File: src/rtl/vmq_pkg.sv
package vmq_pkg;

   localparam int STAT_W  = 12;
   localparam int FW_W    = 2;
   localparam int FW_STAT = 0;
   localparam int FW_CLIP = 1;

   localparam logic [STAT_W-1:0] SET_KEEP  = 12'h030;
   localparam logic [STAT_W-1:0] SET_TAKE  = 12'hFC0;
   localparam logic [STAT_W-1:0] ORD_KEEP  = 12'hFF0;
   localparam logic [STAT_W-1:0] LIVE_BITS = 12'h00F;
   localparam int                STICKY_SH = 6;

   // Status merge applied when one slot retires.
   function automatic logic [STAT_W-1:0] merge_status(
      input logic [STAT_W-1:0] cur,
      input logic [STAT_W-1:0] cap,
      input logic              explicit_set
   );
      logic [STAT_W-1:0] live;
      live = cap & LIVE_BITS;
      if (explicit_set)
         return (cur & SET_KEEP) | (cap & SET_TAKE) | live;
      else
         return (cur & ORD_KEEP) | live | (live << STICKY_SH);
   endfunction

endpackage

File: src/rtl/vmq_slots.sv
module vmq_slots #(
   parameter int DEPTH   = 4,
   parameter int REG_W   = 5,
   parameter int MASK_W  = 4,
   parameter int MAC_W   = 16,
   parameter int CLIP_W  = 24,
   parameter int LATENCY = 4,
   localparam int PTR_W  = $clog2(DEPTH),
   localparam int LAT_W  = $clog2(LATENCY + 1),
   localparam int STAT_W = vmq_pkg::STAT_W,
   localparam int FW_W   = vmq_pkg::FW_W
) (
   input  logic              clk,
   input  logic              rst_n,
   input  logic              wr_en,
   input  logic [PTR_W-1:0]  wr_ptr,
   input  logic              up_en,
   input  logic [REG_W-1:0]  up_reg,
   input  logic [MASK_W-1:0] up_mask,
   input  logic [FW_W-1:0]   up_fw,
   input  logic              lo_en,
   input  logic [REG_W-1:0]  lo_reg,
   input  logic [MASK_W-1:0] lo_mask,
   input  logic [FW_W-1:0]   lo_fw,
   input  logic [MAC_W-1:0]  cap_mac,
   input  logic [STAT_W-1:0] cap_stat,
   input  logic [CLIP_W-1:0] cap_clip,
   output logic [REG_W-1:0]  e_up_reg  [DEPTH],
   output logic [MASK_W-1:0] e_up_mask [DEPTH],
   output logic [REG_W-1:0]  e_lo_reg  [DEPTH],
   output logic [MASK_W-1:0] e_lo_mask [DEPTH],
   output logic [FW_W-1:0]   e_fw      [DEPTH],
   output logic [MAC_W-1:0]  e_mac     [DEPTH],
   output logic [STAT_W-1:0] e_stat    [DEPTH],
   output logic [CLIP_W-1:0] e_clip    [DEPTH],
   output logic [LAT_W-1:0]  e_rem     [DEPTH]
);

   localparam logic [LAT_W-1:0] REM_LOAD = LAT_W'(LATENCY - 1);

   for (genvar g = 0; g < DEPTH; g++) begin : g_slot
      logic hit;
      assign hit = wr_en && (wr_ptr == PTR_W'(g));

      // Claiming a slot clears both halves, then fills the enabled ones.
      always_ff @(posedge clk or negedge rst_n) begin
         if (!rst_n) begin
            e_up_reg[g]  <= '0;
            e_up_mask[g] <= '0;
            e_lo_reg[g]  <= '0;
            e_lo_mask[g] <= '0;
            e_fw[g]      <= '0;
            e_mac[g]     <= '0;
            e_stat[g]    <= '0;
            e_clip[g]    <= '0;
            e_rem[g]     <= '0;
         end else if (hit) begin
            e_up_reg[g]  <= up_en ? up_reg  : '0;
            e_up_mask[g] <= up_en ? up_mask : '0;
            e_lo_reg[g]  <= lo_en ? lo_reg  : '0;
            e_lo_mask[g] <= lo_en ? lo_mask : '0;
            e_fw[g]      <= (up_en ? up_fw : '0) | (lo_en ? lo_fw : '0);
            e_mac[g]     <= cap_mac;
            e_stat[g]    <= cap_stat;
            e_clip[g]    <= cap_clip;
            e_rem[g]     <= REM_LOAD;
         end else if (e_rem[g] != '0) begin
            e_rem[g]     <= e_rem[g] - 1'b1;
         end
      end
   end

endmodule

File: src/rtl/vmq_hazard.sv
module vmq_hazard #(
   parameter int DEPTH   = 4,
   parameter int REG_W   = 5,
   parameter int MASK_W  = 4,
   parameter int LATENCY = 4,
   localparam int LAT_W  = $clog2(LATENCY + 1)
) (
   input  logic              clk,
   input  logic              rst_n,
   input  logic [DEPTH-1:0]  occ,
   input  logic [REG_W-1:0]  e_up_reg  [DEPTH],
   input  logic [MASK_W-1:0] e_up_mask [DEPTH],
   input  logic [REG_W-1:0]  e_lo_reg  [DEPTH],
   input  logic [MASK_W-1:0] e_lo_mask [DEPTH],
   input  logic [LAT_W-1:0]  e_rem     [DEPTH],
   input  logic              q_en,
   input  logic [REG_W-1:0]  q_reg,
   input  logic [MASK_W-1:0] q_mask,
   output logic              q_stall,
   output logic [LAT_W-1:0]  q_wait
);

   logic [DEPTH-1:0] hit;

   always_comb begin
      for (int i = 0; i < DEPTH; i++) begin
         hit[i] = q_en && occ[i] && (e_rem[i] != '0) &&
                  (((e_up_reg[i] == q_reg) && |(e_up_mask[i] & q_mask)) ||
                   ((e_lo_reg[i] == q_reg) && |(e_lo_mask[i] & q_mask)));
      end
   end

   always_comb begin
      q_wait = '0;
      for (int i = 0; i < DEPTH; i++) begin
         if (hit[i] && (e_rem[i] > q_wait)) q_wait = e_rem[i];
      end
   end

   assign q_stall = |hit;

   // a stall always carries a nonzero wait, and no stall means no wait
   p_wait_agrees_r3: assert property (@(posedge clk) disable iff (!rst_n)
      q_stall == (q_wait != '0));

endmodule

File: src/rtl/vmq_retire.sv
module vmq_retire #(
   parameter int DEPTH   = 4,
   parameter int MAC_W   = 16,
   parameter int CLIP_W  = 24,
   parameter int LATENCY = 4,
   localparam int PTR_W  = $clog2(DEPTH),
   localparam int CNT_W  = $clog2(DEPTH + 1),
   localparam int LAT_W  = $clog2(LATENCY + 1),
   localparam int STAT_W = vmq_pkg::STAT_W,
   localparam int FW_W   = vmq_pkg::FW_W
) (
   input  logic              clk,
   input  logic              rst_n,
   input  logic              flush,
   input  logic [PTR_W-1:0]  rd_ptr,
   input  logic [CNT_W-1:0]  count,
   input  logic [FW_W-1:0]   e_fw   [DEPTH],
   input  logic [MAC_W-1:0]  e_mac  [DEPTH],
   input  logic [STAT_W-1:0] e_stat [DEPTH],
   input  logic [CLIP_W-1:0] e_clip [DEPTH],
   input  logic [LAT_W-1:0]  e_rem  [DEPTH],
   output logic [CNT_W-1:0]  n_ret,
   output logic [MAC_W-1:0]  mac_q,
   output logic [STAT_W-1:0] stat_q,
   output logic [CLIP_W-1:0] clip_q
);

   logic [MAC_W-1:0]  nx_mac;
   logic [STAT_W-1:0] nx_stat;
   logic [CLIP_W-1:0] nx_clip;

   // In-order walk from the oldest slot; the first slot not taken ends it.
   always_comb begin
      logic [PTR_W-1:0] idx;
      logic             go;
      nx_mac  = mac_q;
      nx_stat = stat_q;
      nx_clip = clip_q;
      n_ret   = '0;
      go      = 1'b1;
      idx     = rd_ptr;
      for (int i = 0; i < DEPTH; i++) begin
         idx = rd_ptr + PTR_W'(i);
         if (go && (CNT_W'(i) < count) &&
             (flush || ((i == 0) && (e_rem[idx] == '0)))) begin
            if (e_fw[idx][vmq_pkg::FW_CLIP]) nx_clip = e_clip[idx];
            nx_stat = vmq_pkg::merge_status(nx_stat, e_stat[idx],
                                            e_fw[idx][vmq_pkg::FW_STAT]);
            nx_mac  = e_mac[idx];
            n_ret   = n_ret + 1'b1;
         end else begin
            go = 1'b0;
         end
      end
   end

   always_ff @(posedge clk or negedge rst_n) begin
      if (!rst_n) begin
         mac_q  <= '0;
         stat_q <= '0;
         clip_q <= '0;
      end else begin
         mac_q  <= nx_mac;
         stat_q <= nx_stat;
         clip_q <= nx_clip;
      end
   end

   // without a drain at most one slot leaves per edge
   p_single_retire_r6: assert property (@(posedge clk) disable iff (!rst_n)
      !flush |-> (n_ret <= CNT_W'(1)));

   // flag registers only move on an edge that retired something
   p_flags_hold_r6: assert property (@(posedge clk) disable iff (!rst_n)
      (n_ret == '0) |=> ($stable(mac_q) && $stable(stat_q) && $stable(clip_q)));

endmodule

File: src/rtl/vmac_flag_queue.sv
module vmac_flag_queue #(
   parameter int DEPTH   = 4,
   parameter int REG_W   = 5,
   parameter int MASK_W  = 4,
   parameter int MAC_W   = 16,
   parameter int CLIP_W  = 24,
   parameter int LATENCY = 4,
   parameter int NUM_SRC = 2,
   localparam int PTR_W  = $clog2(DEPTH),
   localparam int CNT_W  = $clog2(DEPTH + 1),
   localparam int LAT_W  = $clog2(LATENCY + 1),
   localparam int STAT_W = vmq_pkg::STAT_W,
   localparam int FW_W   = vmq_pkg::FW_W
) (
   input  logic                      clk,
   input  logic                      rst_n,
   input  logic                      bnd_up_en,
   input  logic [REG_W-1:0]          bnd_up_reg,
   input  logic [MASK_W-1:0]         bnd_up_mask,
   input  logic [FW_W-1:0]           bnd_up_fw,
   input  logic                      bnd_lo_en,
   input  logic [REG_W-1:0]          bnd_lo_reg,
   input  logic [MASK_W-1:0]         bnd_lo_mask,
   input  logic [FW_W-1:0]           bnd_lo_fw,
   input  logic [MAC_W-1:0]          bnd_mac,
   input  logic [STAT_W-1:0]         bnd_stat,
   input  logic [CLIP_W-1:0]         bnd_clip,
   input  logic [NUM_SRC-1:0]        src_en,
   input  logic [NUM_SRC*REG_W-1:0]  src_reg,
   input  logic [NUM_SRC*MASK_W-1:0] src_mask,
   output logic [NUM_SRC-1:0]        src_stall,
   output logic [NUM_SRC*LAT_W-1:0]  src_wait,
   input  logic                      flush_all,
   output logic [LAT_W-1:0]          drain_wait,
   output logic [CNT_W-1:0]          occupancy,
   output logic [MAC_W-1:0]          mac_flag,
   output logic [STAT_W-1:0]         status_flag,
   output logic [CLIP_W-1:0]         clip_flag
);

   // Elaboration-time parameter checks
   if (DEPTH < 2 || (DEPTH & (DEPTH - 1)) != 0)
      $error("vmac_flag_queue: DEPTH must be a power of two of at least 2");
   if (LATENCY < 1 || LATENCY > DEPTH)
      $error("vmac_flag_queue: LATENCY must lie in 1..DEPTH");
   if (NUM_SRC < 1)
      $error("vmac_flag_queue: NUM_SRC must be at least 1");

   logic [PTR_W-1:0]  rd_ptr, wr_ptr;
   logic [CNT_W-1:0]  count, n_ret;
   logic              push;
   logic [DEPTH-1:0]  occ;

   logic [REG_W-1:0]  e_up_reg  [DEPTH];
   logic [MASK_W-1:0] e_up_mask [DEPTH];
   logic [REG_W-1:0]  e_lo_reg  [DEPTH];
   logic [MASK_W-1:0] e_lo_mask [DEPTH];
   logic [FW_W-1:0]   e_fw      [DEPTH];
   logic [MAC_W-1:0]  e_mac     [DEPTH];
   logic [STAT_W-1:0] e_stat    [DEPTH];
   logic [CLIP_W-1:0] e_clip    [DEPTH];
   logic [LAT_W-1:0]  e_rem     [DEPTH];

   assign push      = bnd_up_en | bnd_lo_en;
   assign occupancy = count;

   always_comb begin
      for (int j = 0; j < DEPTH; j++) begin
         logic [PTR_W-1:0] off;
         off    = PTR_W'(j) - rd_ptr;
         occ[j] = CNT_W'(off) < count;
      end
   end

   always_comb begin
      drain_wait = '0;
      for (int j = 0; j < DEPTH; j++) begin
         if (occ[j] && (e_rem[j] > drain_wait)) drain_wait = e_rem[j];
      end
   end

   always_ff @(posedge clk or negedge rst_n) begin
      if (!rst_n) begin
         rd_ptr <= '0;
         wr_ptr <= '0;
         count  <= '0;
      end else begin
         rd_ptr <= rd_ptr + PTR_W'(n_ret);
         wr_ptr <= wr_ptr + PTR_W'(push);
         count  <= count - n_ret + CNT_W'(push);
      end
   end

   vmq_slots #(
      .DEPTH(DEPTH), .REG_W(REG_W), .MASK_W(MASK_W),
      .MAC_W(MAC_W), .CLIP_W(CLIP_W), .LATENCY(LATENCY)
   ) u_slots (
      .clk(clk), .rst_n(rst_n), .wr_en(push), .wr_ptr(wr_ptr),
      .up_en(bnd_up_en), .up_reg(bnd_up_reg), .up_mask(bnd_up_mask), .up_fw(bnd_up_fw),
      .lo_en(bnd_lo_en), .lo_reg(bnd_lo_reg), .lo_mask(bnd_lo_mask), .lo_fw(bnd_lo_fw),
      .cap_mac(bnd_mac), .cap_stat(bnd_stat), .cap_clip(bnd_clip),
      .e_up_reg(e_up_reg), .e_up_mask(e_up_mask), .e_lo_reg(e_lo_reg),
      .e_lo_mask(e_lo_mask), .e_fw(e_fw), .e_mac(e_mac), .e_stat(e_stat),
      .e_clip(e_clip), .e_rem(e_rem)
   );

   for (genvar s = 0; s < NUM_SRC; s++) begin : g_src
      vmq_hazard #(
         .DEPTH(DEPTH), .REG_W(REG_W), .MASK_W(MASK_W), .LATENCY(LATENCY)
      ) u_hz (
         .clk(clk), .rst_n(rst_n), .occ(occ),
         .e_up_reg(e_up_reg), .e_up_mask(e_up_mask),
         .e_lo_reg(e_lo_reg), .e_lo_mask(e_lo_mask), .e_rem(e_rem),
         .q_en(src_en[s]),
         .q_reg(src_reg[s*REG_W +: REG_W]),
         .q_mask(src_mask[s*MASK_W +: MASK_W]),
         .q_stall(src_stall[s]),
         .q_wait(src_wait[s*LAT_W +: LAT_W])
      );
   end

   vmq_retire #(
      .DEPTH(DEPTH), .MAC_W(MAC_W), .CLIP_W(CLIP_W), .LATENCY(LATENCY)
   ) u_retire (
      .clk(clk), .rst_n(rst_n), .flush(flush_all), .rd_ptr(rd_ptr), .count(count),
      .e_fw(e_fw), .e_mac(e_mac), .e_stat(e_stat), .e_clip(e_clip), .e_rem(e_rem),
      .n_ret(n_ret), .mac_q(mac_flag), .stat_q(status_flag), .clip_q(clip_flag)
   );

   // a full queue only takes a bundle on an edge that also retires
   p_no_overflow_r12: assert property (@(posedge clk) disable iff (!rst_n)
      (count == CNT_W'(DEPTH) && push) |-> (n_ret != '0));

   // pointer distance and occupancy count stay consistent
   p_ptr_count_r2: assert property (@(posedge clk) disable iff (!rst_n)
      PTR_W'(wr_ptr - rd_ptr) == PTR_W'(count));

   // after a drain only a bundle issued alongside it remains
   p_flush_drain_r11: assert property (@(posedge clk) disable iff (!rst_n)
      flush_all |=> (count == CNT_W'($past(push))));

   // no occupied slot can report more than LATENCY-1 cycles left
   p_wait_bound_r3: assert property (@(posedge clk) disable iff (!rst_n)
      drain_wait <= LAT_W'(LATENCY - 1));

endmodule

File: config.mk
export PLATFORM = sky130hd
export DESIGN_NAME = vmac_flag_queue
export DESIGN_NICKNAME = d
export VERILOG_FILES = /design/src/rtl/vmq_pkg.sv /design/src/rtl/vmq_slots.sv /design/src/rtl/vmq_hazard.sv /design/src/rtl/vmq_retire.sv /design/src/rtl/vmac_flag_queue.sv
export SDC_FILE = /design/constraint.sdc
export NUM_CORES = 1
export LEC_CHECK = 0
export ABC_AREA = 1
export ABC_CLOCK_PERIOD_IN_PS = 8900
export BUFFER_PORTS_ARGS = -buffer_cell sky130_fd_sc_hd__buf_4
export CAP_MARGIN = 20
export CORE_ASPECT_RATIO = 1.5
export CORE_MARGIN = 2
export CORE_UTILIZATION = 60
export DETAILED_ROUTE_END_ITERATION = 16
export GPL_ROUTABILITY_DRIVEN = 0
export PLACE_DENSITY = 0.84
export SYNTH_ARGS = -nofsm -noshare
export SYNTH_HDL_FRONTEND = slang
export SYNTH_SLANG_ARGS = --single-unit
File: constraint.sdc
create_clock -name clk -period 8.9 [get_ports clk]
set_clock_uncertainty 0.15 [all_clocks]
set_input_delay 1.78 -clock clk [delete_from_list [all_inputs] [get_ports clk]]
set_output_delay 1.78 -clock clk [all_outputs]
set_load 0.01 [all_outputs]
### Word-level counts from Yosys, hierarchy flattened

Cells that the tools add are included.

| operators by class | value |
|---|---|
| equality and inequality tests | 19 |
| mux-type cells | 104 |
| bitwise operators | 38 |
| $lt $le $gt $ge | 22 |
| reduce and logical (&&, ||, !) cells | 101 |
| add/subtract/negate cells | 18 |

Operators with widths:

| cell | number |
|---|---|
| 2-to-1 mux 24 bit | 16 |
| binary-select mux 24 bit (select 2 bit) | 4 |
| 2-to-1 mux 12 bit | 16 |
| 2-to-1 mux 16 bit | 12 |
| binary-select mux 16 bit (select 2 bit) | 4 |
| binary-select mux 12 bit (select 2 bit) | 4 |
| bitwise OR 12 x 4 -> 12 bit | 8 |
| equality test 5 bit | 16 |
| 2-to-1 mux 3 bit | 25 |
| OR reduction 4 bit | 18 |
| bitwise AND 4 bit | 16 |
| logical AND 1 bit | 63 |
| bitwise OR 12 x 10 -> 12 bit | 4 |
| bitwise OR 6 x 12 -> 12 bit | 4 |
| greater-than comparator 3 bit | 9 |
| 2-to-1 mux 2 bit | 10 |
| binary-select mux 2 bit (select 2 bit) | 4 |
| >= comparator 3 bit (second input constant) | 4 |
| less-than comparator 2 x 3 -> 1 bit | 4 |
| NOT 2 -> 3 bit | 4 |
| nonzero test 3 bit | 4 |
| subtractor 3 x 1 -> 3 bit (second input constant) | 4 |
| 2-to-1 mux 5 bit | 2 |
| adder 3 x 1 -> 3 bit (second input constant) | 3 |
| other kinds (23) | 44 |

| word-level totals | value |
|---|---|
| flip-flop bits (word level) | 359 |
| input bits | 99 |
| output and inout bits | 66 |

### Depth between registers and ports, before layout

Gate-level depths: netlist of run 1.

| logic depth | value |
|---|---|
| word-level depth | 20 |
| mapped depth | 39 |
| mapped depth without buffers | 35 |

### Hierarchy

A second synthesis of run 1 with hierarchy kept.

| unflattened totals | value |
|---|---|
| cell total of the unflattened synthesis | 3341 |
| area, all modules | 23547.6 um^2 |

Modules (own cells, without submodules):

| module | seq. area each (um^2) | instances | cells each | area an instance (um^2) |
|---|---|---|---|---|
| vmq_slots | 7507.2 | 1 | 1187 | 11509.8 |
| vmq_retire | 1251.2 | 1 | 1567 | 8421.8 |
| vmq_hazard | 0.0 | 2 | 233 | 1338.8 |
| vmac_flag_queue | 175.2 | 1 | 121 | 938.4 |

### Least setup slack after synthesis of run 1

OpenSTA, ideal clock, no wires.

| path | value |
|---|---|
| path type | input port to output port |
| from | input port src_reg[6] |
| to | output port src_wait[5] |
| setup slack | 1.503 ns |
| stages on the path | 31 |
| required time | 6.970 ns |
| arrival time | 5.467 ns |
| path through | buf_2 > xor2_1 > nor3_1 > nand2_1 > nand2_1 > nand3_1 > ha_1 > nand2_1 > nor2_1 > nor2_1 > a32oi_1 > nand3_1 > nand2_1 > nand2_1 > ha_1 > nand2_1 > nor2_1 > a211oi_1 > a31oi_1 > nand3_1 > nand2_1 > nand2_1 > ha_1 > nand2_1 > nor2_1 > a211oi_1 > nor2_1 > nand3_1 > inv_1 > nand2_1 > nand2_1 |

| on the way | value |
|---|---|
| word-level cells in the longest chain between the ends | 15 |
| elaborated cells between the ends (all ways) | 35 |

RTL lines:

| item | line | text |
|---|---|---|
| from (decl) | vmac_flag_queue.sv:29 | `input logic [NUM_SRC*REG_W-1:0] src_reg,` |
| equality test 5 bit, on equally long branches | vmq_hazard.sv:28, vmq_hazard.sv:29 |  |
| logical AND 1 bit, on equally long branches | vmq_hazard.sv:28, vmq_hazard.sv:29 |  |
| logical OR 1 bit | vmq_hazard.sv:28 | `(((e_up_reg[i] == q_reg) && \|(e_up_mask[i] & q_mask)) \|\|` |
| logical AND 1 bit | vmq_hazard.sv:27 | `hit[i] = q_en && occ[i] && (e_rem[i] != '0) &&` |
| logical AND 1 bit | vmq_hazard.sv:36 | `if (hit[i] && (e_rem[i] > q_wait)) q_wait = e_rem[i];` |
| 2-to-1 mux 3 bit | vmq_hazard.sv:36 |  |
| greater-than comparator 3 bit | vmq_hazard.sv:36 |  |
| logical AND 1 bit | vmq_hazard.sv:36 |  |
| 2-to-1 mux 3 bit | vmq_hazard.sv:36 |  |
| greater-than comparator 3 bit | vmq_hazard.sv:36 |  |
| logical AND 1 bit | vmq_hazard.sv:36 |  |
| 2-to-1 mux 3 bit | vmq_hazard.sv:36 |  |
| greater-than comparator 3 bit | vmq_hazard.sv:36 |  |
| logical AND 1 bit | vmq_hazard.sv:36 |  |
| 2-to-1 mux 3 bit (*) | vmq_hazard.sv:36 |  |
| to (decl) | vmac_flag_queue.sv:32 | `output logic [NUM_SRC*LAT_W-1:0] src_wait,` |

Every way passes the cells marked *; elsewhere a longest branch is shown, timed or not.

### Worst setup path in the final report of run 1

| path | value |
|---|---|
| from | input port src_mask[5] |
| to | output port src_wait[5] |

| on the way | value |
|---|---|
| word-level cells in the longest chain between the ends | 16 |
| elaborated cells between the ends (all ways) | 43 |

RTL lines:

| item | line | text |
|---|---|---|
| from (decl) | vmac_flag_queue.sv:30 | `input logic [NUM_SRC*MASK_W-1:0] src_mask,` |
| bitwise AND 4 bit, on equally long branches | vmq_hazard.sv:28, vmq_hazard.sv:29 |  |
| OR reduction 4 bit, on equally long branches | vmq_hazard.sv:28, vmq_hazard.sv:29 |  |
| logical AND 1 bit, on equally long branches | vmq_hazard.sv:28, vmq_hazard.sv:29 |  |
| logical OR 1 bit | vmq_hazard.sv:28 |  |
| logical AND 1 bit | vmq_hazard.sv:27 |  |
| logical AND 1 bit | vmq_hazard.sv:36 |  |
| 2-to-1 mux 3 bit | vmq_hazard.sv:36 |  |
| greater-than comparator 3 bit | vmq_hazard.sv:36 |  |
| logical AND 1 bit | vmq_hazard.sv:36 |  |
| 2-to-1 mux 3 bit | vmq_hazard.sv:36 |  |
| greater-than comparator 3 bit | vmq_hazard.sv:36 |  |
| logical AND 1 bit | vmq_hazard.sv:36 |  |
| 2-to-1 mux 3 bit | vmq_hazard.sv:36 |  |
| greater-than comparator 3 bit | vmq_hazard.sv:36 |  |
| logical AND 1 bit | vmq_hazard.sv:36 |  |
| 2-to-1 mux 3 bit (*) | vmq_hazard.sv:36 |  |

Marked as above.

==> results of run 1 <==
-- power by group through the flow --
stage / clock, mW / combinational [mW] / sequential, mW
3_3_place_gp: 0 / 5.79 / 2.97
4_1_cts: 1.62 / 6.11 / 3.00
5_1_grt: 1.67 / 6.99 / 3.09
3_5_place_dp: 0 / 6.05 / 3.02
6_report: 1.61 / 6.23 / 3.00
2_1_floorplan: 0 / 4.54 / 2.85
-- per-layer routing --
metal,vias to the layer above,global-route usage,part of all wire
li1,10356,-,-
met1,10272,0.385,0.37
met2,1086,0.582,0.50
met3,270,0.0450,0.075
met4,0,0.208,0.061
met5,-,0,0
-- cell usage in the layout (no fill, tap or decap), drive strengths merged, types with 3 or more instances in the layout --
| cell | count |
|---|---|
| clkinv | 8 |
| nand3 | 161 |
| nor2 | 86 |
| buf | 182 |
| ha | 48 |
| o211ai | 51 |
| nor3 | 21 |
| o21ai | 608 |
| dfrtp | 349 |
| xnor2 | 43 |
| a31oi | 7 |
| clkbuf | 50 |
| or2 | 7 |
| a211oi | 7 |
| bufinv | 4 |
| o31ai | 5 |
| nand4 | 29 |
| o22ai | 6 |
| xor2 | 48 |
| nand2 | 1045 |
| o2111ai | 11 |
| mux2i | 7 |
| a21oi | 125 |
| inv | 254 |
| o221ai | 3 |
-- cell type report --
cell class	instances	area share
clock buffer	50	0.0435
clock inverter	12	0.00721
inverter	256	0.0396
multi-input combinational	2336	0.471
sequential	349	0.357
tap	484	0.0247
timing repair buffer	182	0.0572
-- stage by stage --
step / total power, mW / area, um^2
after floorplan: 7.39 / 22200
after global placement: 8.76 / 23200
final: 10.8 / 24500
after detailed placement: 9.07 / 23200
after CTS: 10.7 / 24500
after global routing: 11.8 / 24500
-- synth_stat cells, types with 2 or more instances --
master     count  area (um^2)
a211oi_1       6         45.0
a21oi_1      124          621
a221oi_1       2         17.5
a22o_1         2         17.5
a31oi_1        7         43.8
a32oi_1        2         17.5
and2_1         2         12.5
buf_1          6         22.5
buf_2         70          350
buf_4         25          188
buf_6         10          113
clkbuf_1      90          338
dfrtp_1      349         8730
ha_1          48          601
inv_1        242          908
inv_2         11         41.3
inv_4          2         12.5
mux2i_1        7         70.1
nand2_1     1037         3890
nand2_2        7         43.8
nand3_1      161          806
nand3b_1       2         15.0
nand4_1       29          181
nor2_1        75          282
nor2_2         9         56.3
nor3_1        20          100
o2111ai_1     11         96.3
o211ai_1      51          383
o21ai_0      566         2830
o21ai_1       34          170
o21ai_2        6         52.6
o21ai_4        2         32.5
o221ai_1       3         26.3
o22ai_1        6         37.5
o31ai_1        5         37.5
or2_2          6         37.5
xnor2_1       43          377
xor2_1        48          420
-- repair_timing --
item                                    4_1_cts  5_1_grt
endpoints found under the setup margin        0        2
resized for setup                             0        0
buffers inserted                              0        1
-- final timing paths --
kind	startpoint	endpoint	slack [ns]
max	src_mask[5]	src_wait[5]	0.63
min	u_slots.e_rem[11]$_DFFE_PN0P_	u_slots.e_rem[11]$_DFFE_PN0P_	0.32
max reg2reg	rd_ptr[1]$_DFF_PN0_	occupancy[2]$_DFF_PN0_	2.70
min reg2reg	u_slots.e_rem[11]$_DFFE_PN0P_	u_slots.e_rem[11]$_DFFE_PN0P_	0.32
max in group asynchronous	rst_n	u_slots.e_up_mask[8]$_DFFE_PN0P_	5.79
min in group asynchronous	rst_n	u_slots.e_clip[75]$_DFFE_PN0P_	1.19
-- critical path: cells and delay by family --
family          cells  cell delay (ns)
simple gates       22             2.09
compound gates      5             1.07
fa+ha+maj           3             0.94
buf+inv             4             0.43
-- kinds of logic (layout without fill, tap and decap cells) --
family | after synthesis | in the layout | synth area share
and+or+nand+nor | 1353 | 1353 | 0.247
AOI/OAI and AO/OA | 834 | 834 | 0.203
buffers and inverters | 457 | 500 | 0.0891
DFF | 349 | 349 | 0.394
xor gates and xnor gates | 91 | 91 | 0.0359
adders and majority gates | 49 | 49 | 0.0280
muxes | 7 | 7 | 0.00316
other | 1 | 2 | 0.000169
==> metrics, run 1 <==
status=complete, no violations; Critical-path top delay cell=ha_1; post-synthesis cell area=0.0222 mm^2; Crit Path Class=primary input to output port; crit path max fanout=6; biggest regs=u_slots.e_clip: 96 flops, u_slots.e_mac: 64 flops, u_slots.e_stat: 40 flops; sw frac=0.500; Final #Nets=3,309; first-pass GRT wire length=around 100 mm; Yosys cell types=between 50 and 60; average wire per standard cell=~18 um; area of the multi-input gates=0.0115 mm^2; predominant post-synthesis flop cell=dfrtp_1; Post-Layout Cell Count=3,669; crit path time final=8.27 ns; Critical Path AT=6.34 ns; YS warnings=0; Die W=around 160 um; Total Wirelength=64.2 mm; Static Leakage=11.9 nW; Detail Route Antenna Nets=0; max FFs per register=96; setup TNS=0 ns; Hold Path Class=flop to flop; Reg power frac=0.277; GR Overflow Total=0; vias in the first global route=roughly 22k; Yosys reg bits=349; CTS tree=built; setup ws final=roughly 0.63 ns; Slew HR=0.242; Clock Latency Late Sink=0.54 ns; Starting Density=0.607; DP Wirelength=41.1 mm; Post-Syn Instances=3,141; fin util=0.669; fin crit share=0.929; Total GRT Usage=0.333; Avg Inst Size Synth=7.07 um^2; WHS=~0.32 ns; Filler cells=around 3.1k; port bufs=160; register area=just under 0.009 mm^2; largest stage delay on the critical path=0.34 ns; Core Rows=86; Max-cap violations=0; WP data required=6.97 ns; Pre-antenna DRT Iters=6; Slew Limit Fails=0; Switch Pwr=5.42 mW; EDFF count, synth=0; setup violators final=0; via count=22.0k; crit start category=primary input; Area Growth Syn to Fin=10.3%; proportion of layout cells with a drive suffix above 1=0.0932; via density per instance=5.99; endpoint class of the critical path=output port; Chip Height=240 um; CTS buffer count=36; asr flop ratio synth=1.00; worst-case reg-to-reg path depth=23; combinational share of power=0.575; Max Clock Freq=~120 MHz; largest net degree at the start of global routing=149; Max Root-Sink Buffers=3; RSZ-0062 raised after global routing=false; hold depth=1; clk slew on worst S/H paths=approximately 0.07 ns; H-tree levels=2; Placed Cells=3,606; Clk pwr share=0.148; Initial DRC Count=approximately 2.1k; part of the Yosys area used for sequential elements=0.394; Num Clock Sinks=349; Worst-Margin Slew=1.14 ns; Peak VDD IR=0.000264 V; Inserted Diodes=0; final hold vios=0; Int Pwr=5.42 mW; Biggest register=u_slots.e_clip; Root Buffer Master=clkbuf_16; core region area=0.0366 mm^2; io pins=165; pre-CTS WS=0.842 ns; DRC violations left=0; Power per Cell Area=443 mW/mm^2; die footprint=0.0386 mm^2; hold buffer count at cts=0; initial antenna violation count=0; CP most frequent cell=nand2_1
No activity file was read; power rests on OpenSTA's default activity.
==> run 2: changes to the inputs <==
Settings changed: CORE_UTILIZATION 60 to 40, PLACE_DENSITY 0.84 to 0.61.
==> metrics, run 2 (synthesis results as in run 1) <==
Slew Limit Fails=0 (unchanged); Inserted Diodes=0 (unchanged); global-route layer with the greatest usage=met2; hold depth=2 (+1); Max Clock Freq=122 MHz (+0.44%); via count=21.2k (-3.7%); CTS buffer count=39 (+8.3%); endpoint class of the critical path=output port; hold path start=u_retire.stat_q[1]$_DFFE_PN0P_; crit path time final=8.23 ns (-0.0362 ns); Root Buffer Master=clkbuf_16; GR Overflow Total=0 (unchanged); met1 GRT Util=0.281 (-0.104); proportion of layout cells with a drive suffix above 1=0.0956 (+0.00233); instance area after placement=0.0235 mm^2 (+1.2%); Core Rows=105 (+22%); setup TNS=0 ns (unchanged); Starting Density=0.405 (-0.202); Power per Cell Area=442 mW/mm^2 (-0.23%); Max Root-Sink Buffers=3 (unchanged); crit path max fanout=34 (+28); Max-cap violations=0 (unchanged); CTS tree=built; die footprint=0.0574 mm^2 (+49%); total power=11.0 mW (+1.7%); Critical Path AT=6.30 ns (-0.04 ns); biggest regs=u_slots.e_clip: 96 flops, u_slots.e_mac: 64 flops, u_slots.e_stat: 40 flops; fin crit share=0.925 (-0.00407); clk slew on worst S/H paths=0.06 ns (about the same); Critical-path top delay cell=dfrtp_4; Die W=196 um (+22%); Biggest register=u_slots.e_clip; Clock Latency Late Sink=0.57 ns (+0.03 ns); Hold Path Class=flop to flop; DRC violations left=0 (unchanged); Peak VDD IR=0.000283 V (+7.3%); final hold vios=0 (unchanged); Static Leakage=12.0 nW (+0.76%); via density per instance=5.45 (-9.1%); crit start category=flop; first-pass GRT wire length=109 mm (+4.5%); Initial DRC Count=1,359 (-35%); io pins=165 (unchanged); largest stage delay on the critical path=0.65 ns (+0.31 ns); Num Clock Sinks=349 (unchanged); WHS Endpoint=u_retire.stat_q[1]$_DFFE_PN0P_; register-to-register setup slack=1.97 ns (-0.73 ns); most frequent cells in the layout=1,037 x nand2_1, 566 x o21ai_0, 347 x dfrtp_1, 240 x inv_1, 177 x buf_4; RSZ-0062 raised after global routing=false; initial antenna violation count=1 (+1); Slew HR=0.334 (+0.0922); fin area=0.0250 mm^2 (+2.0%); largest net degree at the start of global routing=245 (+64%); Crit Path Class=flop to output port; vias in the first global route=20.5k (-5.0%); WP data required=6.97 ns (about the same); setup ws final=0.670 ns (+0.0362 ns); pre-CTS WS=0.791 ns (-0.0503 ns); Final #Nets=3,311 (+0.060%); setup violators final=0 (unchanged); Total Wirelength=68.9 mm (+7.2%); average wire per standard cell=17.7 um (+1.2%); reg-to-reg critical path endpoint=occupancy[2]$_DFF_PN0_; Detail Route Antenna Nets=0 (unchanged); H-tree levels=2 (unchanged); worst-case reg-to-reg path depth=23 (unchanged); Pre-antenna DRT Iters=5 (-1); Total GRT Usage=0.237 (-0.0951); core region area=0.0548 mm^2 (+50%); port bufs=160 (unchanged); max FFs per register=96 (unchanged); routing usage on met2=0.427 (-0.155); Area Growth Syn to Fin=12.4%; RR Startpoint=rd_ptr[1]$_DFF_PN0_; DP Wirelength=44.6 mm (+8.6%); CP most frequent cell=nand2_1; status=complete, no violations; Chip Height=292 um (+22%); GR Util met3=0.0365 (-0.00852); Worst-Margin Slew=0.995 ns (-0.142 ns); commonest non-fill, non-tap cell in the layout=nand2_1
-- run 2: cell count changes in the layout (fill, tap and decap cells not counted), moves of 2 or more --
cell	delta
clkinvlp_4	+2
clkbuf_16	+4
buf_4	-2
bufinv_16	+3
-- run 2: worst max-delay path by stage --
| stage | start | to | slack (ns) | cells past startpoint |
|---|---|---|---|---|
| after CTS | rd_ptr[0]$_DFF_PN0_ | src_wait[2] | 0.57 | 32 |
| after detailed placement | src_mask[3] | src_wait[2] | 0.79 | 33 |
| after global routing | rd_ptr[0]$_DFF_PN0_ | src_wait[5] | 0.05 | 35 |
| final | rd_ptr[0]$_DFF_PN0_ | src_wait[0] | 0.67 | 33 |
| after floorplan | src_reg[6] | src_wait[5] | 1.50 | 31 |
| after global placement | src_mask[5] | src_wait[5] | 1.00 | 34 |
-- run 2: layout make-up --
class                           instances  area (um^2)
Timing Repair Buffer                  181         1410
Inverter                              256          972
Fill cell                            5517        29800
Clock inverter                         16          277
Clock buffer                           53         1160
Sequential cell                       349         8740
Multi-Input combinational cell       2336        11500
Tap cell                              695          870
-- run 2: power by group --
part           leakage [nW]  internal (mW)  switching, mW
Combinational          6.95           2.11           4.11
Clock                 0.693           1.12          0.700
Sequential             4.35           2.36          0.630
Total                  12.0           5.59           5.44
-- run 2: timing repair --
item | CTS | global route
hold buffers | 0 | 0
endpoints found under the hold margin | 0 | 0
setup endpoints to repair | 0 | 6
gates resized for setup | 0 | 1
buffers inserted | 0 | 1
-- run 2: stage by stage --
stage / hold slack [ns] / util / cells
final: 0.332 / 0.455 / 3886
after global routing: 0.355 / 0.455 / 3886
after CTS: 0.335 / 0.455 / 3885
after detailed placement: 0.318 / 0.429 / 3816
after global placement: 0.315 / 0.429 / 3816
after floorplan: 0.291 / - / 3142
-- run 2: metal layers --
layer  wire (um)  vias to the layer above  share of wire
met1       27400                     9966           0.40
li1            -                    10359              -
met4        2680                        2          0.039
met3        4330                      138          0.063
met5          14                        -        0.00020
met2       34400                      696           0.50
-- run 2: worst max-delay path: cells and delay by family, from the launching register on --
| family | cells | cell delay, ns |
|---|---|---|
| flops | 1 | 0.65 |
| buf+inv | 3 | 0.29 |
| simple gates | 21 | 2.69 |
| compound gates | 5 | 1.04 |
| fa+ha+maj | 4 | 1.08 |
